### src/rtl/ppc_pkg.sv
// Shared constants for the parallel port control register.
// Assumes an 8-bit register bus and a 6-bit control word.
package ppc_pkg;
    localparam int DATA_W   = 8;
    localparam int ADDR_W   = 2;
    localparam int CTRL_W   = 6;
    // Bit positions inside the control word
    localparam int B_STROBE = 0;
    localparam int B_AUTOFD = 1;
    localparam int B_INIT   = 2;
    localparam int B_SELIN  = 3;
    localparam int B_ACKEN  = 4;
    localparam int B_DIR    = 5;
    // Register addresses
    localparam logic [ADDR_W-1:0] A_CTRL = 2'd0;
    localparam logic [ADDR_W-1:0] A_STAT = 2'd1;
endpackage

### src/rtl/ppc_ctrl_reg.sv
// Control word storage. Captures a write to the control address on the
// clock edge and holds it. Assumes a single-cycle write strobe.
module ppc_ctrl_reg
    import ppc_pkg::*;
#(
    parameter int W = CTRL_W
) (
    input  logic              clk,
    input  logic              rst_n,
    input  logic              wr_en,
    input  logic [W-1:0]      wdata,
    output logic [W-1:0]      ctrl_q
);
    // Hold the control word; all-zero reset is the idle port state
    always_ff @(posedge clk) begin
        if (!rst_n)      ctrl_q <= '0;
        else if (wr_en)  ctrl_q <= wdata;
    end
endmodule

### src/rtl/ppc_pin_map.sv
// Maps control bits onto pin levels with fixed per-pin polarity.
// Pure combinational; assumes the bit layout in ppc_pkg.
module ppc_pin_map
    import ppc_pkg::*;
(
    input  logic [CTRL_W-1:0] ctrl,
    output logic              strobe_n,
    output logic              autofd_n,
    output logic              init_n,
    output logic              selin_n,
    output logic              data_oe
);
    // Drive pins: init passes straight, the others are inverted
    always_comb begin
        strobe_n = ~ctrl[B_STROBE];
        autofd_n = ~ctrl[B_AUTOFD];
        init_n   =  ctrl[B_INIT];
        selin_n  = ~ctrl[B_SELIN];
        data_oe  = ~ctrl[B_DIR];
    end
endmodule

### src/rtl/ppc_ack_irq.sv
// Synchronises the acknowledge input, detects its rising edge and keeps a
// sticky pending flag. The flag is set when the enable is on, and cleared
// by a write-one. A set in the same cycle as a clear wins. Assumes ack_i
// is asynchronous. Sync flops reset low, so an ack held high through
// reset looks like an edge, which the reset-clear enable masks.
module ppc_ack_irq #(
    parameter int SYNC_STAGES = 2
) (
    input  logic clk,
    input  logic rst_n,
    input  logic ack_i,
    input  logic enable,
    input  logic clr,
    output logic pending
);
    logic [SYNC_STAGES-1:0] sync_q;
    logic                   prev_q;
    logic                   rise;

    genvar g;
    generate
        for (g = 0; g < SYNC_STAGES; g++) begin : g_sync
            if (g == 0) begin : g_first
                // First synchroniser stage samples the raw input
                always_ff @(posedge clk) begin
                    if (!rst_n) sync_q[0] <= 1'b0;
                    else        sync_q[0] <= ack_i;
                end
            end else begin : g_rest
                // Later stages shift the sampled value along
                always_ff @(posedge clk) begin
                    if (!rst_n) sync_q[g] <= 1'b0;
                    else        sync_q[g] <= sync_q[g-1];
                end
            end
        end
    endgenerate

    // Remember the last synchronised level for edge detection
    always_ff @(posedge clk) begin
        if (!rst_n) prev_q <= 1'b0;
        else        prev_q <= sync_q[SYNC_STAGES-1];
    end

    assign rise = sync_q[SYNC_STAGES-1] & ~prev_q;

    // Sticky pending flag: set beats clear
    always_ff @(posedge clk) begin
        if (!rst_n)              pending <= 1'b0;
        else if (rise && enable) pending <= 1'b1;
        else if (clr)            pending <= 1'b0;
    end
endmodule

### src/rtl/parallel_port_ctrl.sv
// Top of the parallel port control register: register decode, control
// storage, pin mapping and acknowledge interrupt. Reads are combinational
// and return stored bits, never pin levels.
module parallel_port_ctrl
    import ppc_pkg::*;
#(
    parameter int SYNC_STAGES = 2
) (
    input  logic              clk,
    input  logic              rst_n,
    input  logic [ADDR_W-1:0] reg_addr,
    input  logic              reg_wr,
    input  logic [DATA_W-1:0] reg_wdata,
    output logic [DATA_W-1:0] reg_rdata,
    output logic              strobe_n_o,
    output logic              autofd_n_o,
    output logic              init_n_o,
    output logic              selin_n_o,
    output logic              data_oe_o,
    input  logic              ack_i,
    output logic              irq_o
);
    logic [CTRL_W-1:0] ctrl_q;
    logic              ctrl_wr;
    logic              stat_clr;
    logic              pending;

    assign ctrl_wr  = reg_wr && (reg_addr == A_CTRL);
    assign stat_clr = reg_wr && (reg_addr == A_STAT) && reg_wdata[0];

    ppc_ctrl_reg #(.W(CTRL_W)) u_reg (
        .clk    (clk),
        .rst_n  (rst_n),
        .wr_en  (ctrl_wr),
        .wdata  (reg_wdata[CTRL_W-1:0]),
        .ctrl_q (ctrl_q)
    );

    ppc_pin_map u_pins (
        .ctrl     (ctrl_q),
        .strobe_n (strobe_n_o),
        .autofd_n (autofd_n_o),
        .init_n   (init_n_o),
        .selin_n  (selin_n_o),
        .data_oe  (data_oe_o)
    );

    ppc_ack_irq #(.SYNC_STAGES(SYNC_STAGES)) u_irq (
        .clk     (clk),
        .rst_n   (rst_n),
        .ack_i   (ack_i),
        .enable  (ctrl_q[B_ACKEN]),
        .clr     (stat_clr),
        .pending (pending)
    );

    assign irq_o = pending;

    // Read mux: stored control word, pending flag, zero elsewhere
    always_comb begin
        reg_rdata = '0;
        case (reg_addr)
            A_CTRL:  reg_rdata[CTRL_W-1:0] = ctrl_q;
            A_STAT:  reg_rdata[0]          = pending;
            default: reg_rdata             = '0;
        endcase
    end
endmodule

### config.mk
export PLATFORM = sky130hd
export DESIGN_NAME = parallel_port_ctrl
export DESIGN_NICKNAME = d
export VERILOG_FILES = /design/src/rtl/ppc_pkg.sv /design/src/rtl/ppc_ctrl_reg.sv /design/src/rtl/ppc_pin_map.sv /design/src/rtl/ppc_ack_irq.sv /design/src/rtl/parallel_port_ctrl.sv
export SDC_FILE = /design/constraint.sdc
export NUM_CORES = 1
export LEC_CHECK = 0
export BUFFER_PORTS_ARGS = -buffer_cell sky130_fd_sc_hd__buf_2
export CAP_MARGIN = 20
export CORE_AREA = 2 2 39 41
export CTS_BUF_LIST = sky130_fd_sc_hd__clkbuf_4 sky130_fd_sc_hd__clkbuf_8 sky130_fd_sc_hd__clkbuf_16
export CTS_CLUSTER_DIAMETER = 200
export DETAILED_ROUTE_END_ITERATION = 7
export DIE_AREA = 0 0 41 43
export PLACE_DENSITY = 0.67
export SLEW_MARGIN = 20
export SYNTH_ARGS = -nofsm -noshare
export SYNTH_HDL_FRONTEND = slang
export SYNTH_SLANG_ARGS = --single-unit
### constraint.sdc
create_clock -name clk -period 1.3 [get_ports clk]
set_input_delay 0.325 -clock clk [delete_from_list [all_inputs] [get_ports clk]]
set_output_delay 0.325 -clock clk [all_outputs]
set_load 0.03 [all_outputs]
## Word level (Yosys, flattened, before mapping)

Cells that the tools add are included.

- Bits in registers: 10
- Input bits: 14
- Output and inout bits: 14
- Word-level logic and storage cells: 22

- Equality and inequality tests: 1
- Muxes and demuxes: 4
- Bitwise operators: 6
- Reductions and logical operators: 6

Operators by type and width:

| kind | number |
|---|---|
| 5-bit 2-to-1 mux | 1 |
| 1-bit NOT | 5 |
| 1-bit logical AND | 4 |
| 2-bit by 1-bit == test with 1-bit output, second input constant | 1 |
| 2-bit logical NOT | 1 |
| 1-bit 2-to-1 mux | 2 |
| 1-bit case mux with 2 select lines | 1 |
| 2-bit nonzero test | 1 |
| 1-bit bitwise AND | 1 |

## Longest topological paths before layout

- Depth in word-level cells: 5
- Depth in mapped cells: 3

## By module

From an unflattened synthesis, not the netlist that was laid out.

- Cell total of the unflattened synthesis: 47
- Area, all modules: 461.7 µm²

By module, submodules not included:

| module | times used | cells an instance | area an instance (µm²) |
|---|---|---|---|
| ppc_ctrl_reg | 1 | 19 | 229.0 |
| ppc_ack_irq | 1 | 10 | 122.6 |
| parallel_port_ctrl | 1 | 13 | 87.6 |
| ppc_pin_map | 1 | 5 | 22.5 |

## Worst setup path before layout

No wires, ideal clock.

- Path kind: register to output
- Start: register u_reg.ctrl_q[1]
- End: output reg_rdata[1]
- Arrival time: 1.186 ns
- Required time: 0.975 ns
- Slack: -0.211 ns
- Cell stages (with the launch flop): 3
- Cells stage by stage: dfxtp_1 > inv_1 > nor3_1

- Longest elaborated chain between the ends: 1

RTL lines:

| item | line | text |
|---|---|---|
| start: declaration | ppc_ctrl_reg.sv:12 | `output logic [W-1:0] ctrl_q` |
| start signal: assignment | ppc_ctrl_reg.sv:17 | `else if (wr_en) ctrl_q <= wdata;` |
| 5-bit 2-to-1 mux | parallel_port_ctrl.sv:62 | `case (reg_addr)` |
| end: declaration | parallel_port_ctrl.sv:14 | `output logic [DATA_W-1:0] reg_rdata,` |

No other way between the ends.

## Worst setup path after layout

- Start: register u_reg.ctrl_q[5]
- End: output reg_rdata[5]

Same word-level chain as after synthesis.

==> out/summary.md <==
The flow ran to the end, and the final reports show no timing, DRC or antenna violations. The synthesized design spends more area on one cell type than any other, namely sky130_fd_sc_hd__dfxtp_1. The site row count came out at 14. The cell count of the worst hold path is 2. The path with the worst hold slack has its endpoint at u_irq.sync_q[0]. Peak-usage layer in the global routing report: met1.

Ranked by total cell area, the synthesized netlist is headed by sky130_fd_sc_hd__dfxtp_1, sky130_fd_sc_hd__mux2i_1, sky130_fd_sc_hd__nand2_1, sky130_fd_sc_hd__and2_1, sky130_fd_sc_hd__nor3b_4. The number of antenna violations at the first check in global routing is 0, and the met3 track demand over resource in global routing is 3.66%. The type of the setup path with the least slack is reg -> out. The number of max-cap violations came out at 0.

The worst register-to-register path begins at u_reg.ctrl_q[4]. Total power for the finished layout comes to 708 uW. Of all nets on the critical path, the largest fanout is 2. Clock-pin slew was measured on the worst setup and hold paths at 70 ps. The category of the worst setup path capture point was a primary output.

The first global-routing pass estimated 1390 microns of wire. The number of max-slew violations in the final report was 0. The floorplan die width is 41 microns. Of the cells placed in the final design, the portion with a size suffix greater than 1 is 51.9%. The number of global-route vias before repair was 333; the critical path arrival was 940 ps. Routability-driven placement finished with a final weighted congestion of 0.680. For this run, the detailed router's first-pass iteration total came to 4.

The mapped netlist covers 463 sq um. Across the VDD grid, the largest voltage drop is 543 uV. The most common cell after layout, fill and taps aside was sky130_fd_sc_hd__buf_2.

TritonCTS built the clock tree. In the routed layout, each cell is associated on average with a via count of 4.24. The run gives 10 as the clock net sink count. The met2 demand-to-capacity share in global routing is 15.3%. The worst path in the final design needs a cycle of 1270 ps, including I/O delays and setup.

For this run, design rule violations remaining after detail routing come to 0. The classification of the worst-slack hold path was in -> reg. Once the clock tree was built, the setup fixing pass inserted 0 buffers.

TritonCTS created 3 clock buffers. After the first detailed-routing iteration, the DRC count stood at 14. Share of synthesized area occupied by flip-flops and latches: 43.2%. A synthesized cell averages 8.90 sq um.

The smallest setup slack after layout was 33.7 ps. The die covers 0.00176 sq mm. The maximum achievable frequency is 0.790 GHz, and the number of buffers inserted by port buffering is 23. The final wirelength was 925 microns.

Entering global routing, the biggest net connects 17 pins. The half-perimeter wire length after detailed placement was 703 microns; the number of primary I/O pins was 28. Clock tree synthesis selected as its root buffer the cell sky130_fd_sc_hd__clkbuf_4.

The count of endpoints failing hold in the final timing report was 0. The core region is 0.00138 sq mm. In the synthesized netlist, the number of instances is 52. Setup repair after global routing could not meet its margin everywhere.

Dividing total power by cell area gives a power density of 1050 mW/mm^2. For the residual overflow from global routing, the log shows 0. The run gives 1 as the H-tree depth reported by CTS. The fraction of power spent switching nets was 25.3%.

In this run the power spent charging and discharging nets is 179 uW. The proportion of netlist area held by the largest area contributor is 43.2%. The die is 43 microns tall. The initial utilization of the core area, before any placement, comes to 33.5%. The leakage power is 0.000307 uW, and the maximum count of clock buffers along a single path is 2. For the final database, setup skew stands at 4.10 ps. Before CTS, the worst setup slack after placement is 32.1 ps. The internal power of the cells totals 529 uW. The post-synthesis sequential element count works out to 10. Hold-fix buffer count after cts: 0. The antenna diode instance count is 0.

The final critical path takes up 97.4% of the cycle. For this run, the number of Yosys warnings is 0. Across all register-to-register paths, the minimum setup slack is 560 ps. The destination of the worst register-to-register timing path was u_irq.pending. Dividing the detail-routed wire length by the instance count gives 9.74 microns. The later pin in the worst-skew pair is clocked with a latency of 270 ps. From synthesis to final layout, the design area changed by 45.4%.

For the worst setup path, the data required time is 980 ps. The setup violation total in the final timing report is 0. STA classifies the critical path startpoint as a flop.

In the layout the commonest cells are sky130_fd_sc_hd__buf_2, sky130_fd_sc_hd__nand2_1, sky130_fd_sc_hd__mux2i_1. Across all layers, the routed design uses 403 vias. The sequential fraction of design power was 45.5%; the combinational share of power was 14.3%. The cell depth of the worst flop-to-flop path was 2. In this run the remaining antenna-violating nets after routing total 0. The netlist uses 15 different library cells. After the last flow step, the layout net total stands at 94. In this run the most critical hold path is launched from ack_i.

For met1 alone, demand over resource in global routing was 15.6%. The overall fraction of global-route tracks in use was 12.0%. For the clock power share, the log shows 40.2%.
through the flow:
step           utilization [%]  cell area (sq um)  instances  hold slack (ps)  setup TNS (ps)
2_1_floorplan                -                484         53              412               0
3_3_place_gp              44.1                611         91              416               0
3_5_place_dp              44.1                611         91              423               0
4_1_cts                   47.9                663         95              256               0
5_1_grt                   48.6                673         95              271           -11.8
6_report                  48.6                673         95              258               0
registers in the layout (all words and copies together) (netlist names):
register	cells
u_reg.ctrl_q	6
u_irq.sync_q	2
u_irq.pending	1
u_irq.prev_q	1
layer usage:
metal | wire [microns] | up-vias
li1 | - | 218
met1 | 433 | 164
met2 | 372 | 19
met3 | 100 | 2
met4 | 19 | 0
met5 | 0 | -
worst max-delay path, stage by stage, from the launching register on:
cell and delay [ps]:
sky130_fd_sc_hd__dfxtp_2 320, sky130_fd_sc_hd__inv_1 60, sky130_fd_sc_hd__nor3_2 110, sky130_fd_sc_hd__buf_4 180
power by group through the flow:
stage	registers, uW	clock network, uW	logic (uW)
floorplan	330	0	63.5
global placement	328	0	97.2
detailed placement	328	0	97.8
CTS	322	293	100
global route	323	306	110
finish	322	285	101
area by class of cell:
| cell class | count | area (sq um) |
|---|---|---|
| flip-flops and latches | 10 | 206 |
| clock buffers | 4 | 36.3 |
| repair buffers | 26 | 158 |
| multi-input cells | 35 | 238 |
| inverters | 4 | 15.0 |
| fillers | 150 | 711 |
| well taps | 16 | 20.0 |
kinds of logic (layout without fill, tap and decap cells):
| logic type | Yosys count | after routing | synth area share [%] |
|---|---|---|---|
| AOI/OAI and AO/OA | 1 | 1 | 2.16 |
| other | 1 | 2 | 0.810 |
| DFF | 10 | 10 | 43.2 |
| and+or+nand+nor | 25 | 25 | 28.6 |
| muxes | 7 | 7 | 15.1 |
| buffers and inverters | 8 | 34 | 10.0 |
timing repair:
item	in CTS	in global routing
endpoints found under the setup margin	4	4
pin swaps	3	0
resized for setup	8	5
synth_stat cells:
library cell               instances
sky130_fd_sc_hd__nor2b_1           1
sky130_fd_sc_hd__inv_1             4
sky130_fd_sc_hd__dfxtp_1          10
sky130_fd_sc_hd__buf_2             1
sky130_fd_sc_hd__nand4b_1          1
sky130_fd_sc_hd__a32o_1            1
sky130_fd_sc_hd__mux2i_1           7
sky130_fd_sc_hd__buf_4             2
sky130_fd_sc_hd__buf_6             1
sky130_fd_sc_hd__nand2_1          12
sky130_fd_sc_hd__nor3b_4           1
sky130_fd_sc_hd__and2_1            5
sky130_fd_sc_hd__conb_1            1
sky130_fd_sc_hd__nor2_1            2
sky130_fd_sc_hd__nor3_1            3
how the worst max path moves through the flow:
stage | start | endpoint | slack, ps
CTS | u_irq.pending | reg_rdata[0] | 1
floorplan | u_reg.ctrl_q[1] | reg_rdata[1] | 30
finish | u_reg.ctrl_q[5] | reg_rdata[5] | 30
detailed placement | reg_addr[0] | reg_rdata[5] | 30
global placement | reg_addr[0] | reg_rdata[1] | 60
global route | u_irq.pending | reg_rdata[0] | -10
Note: power is estimated with default switching activity, not from simulation.
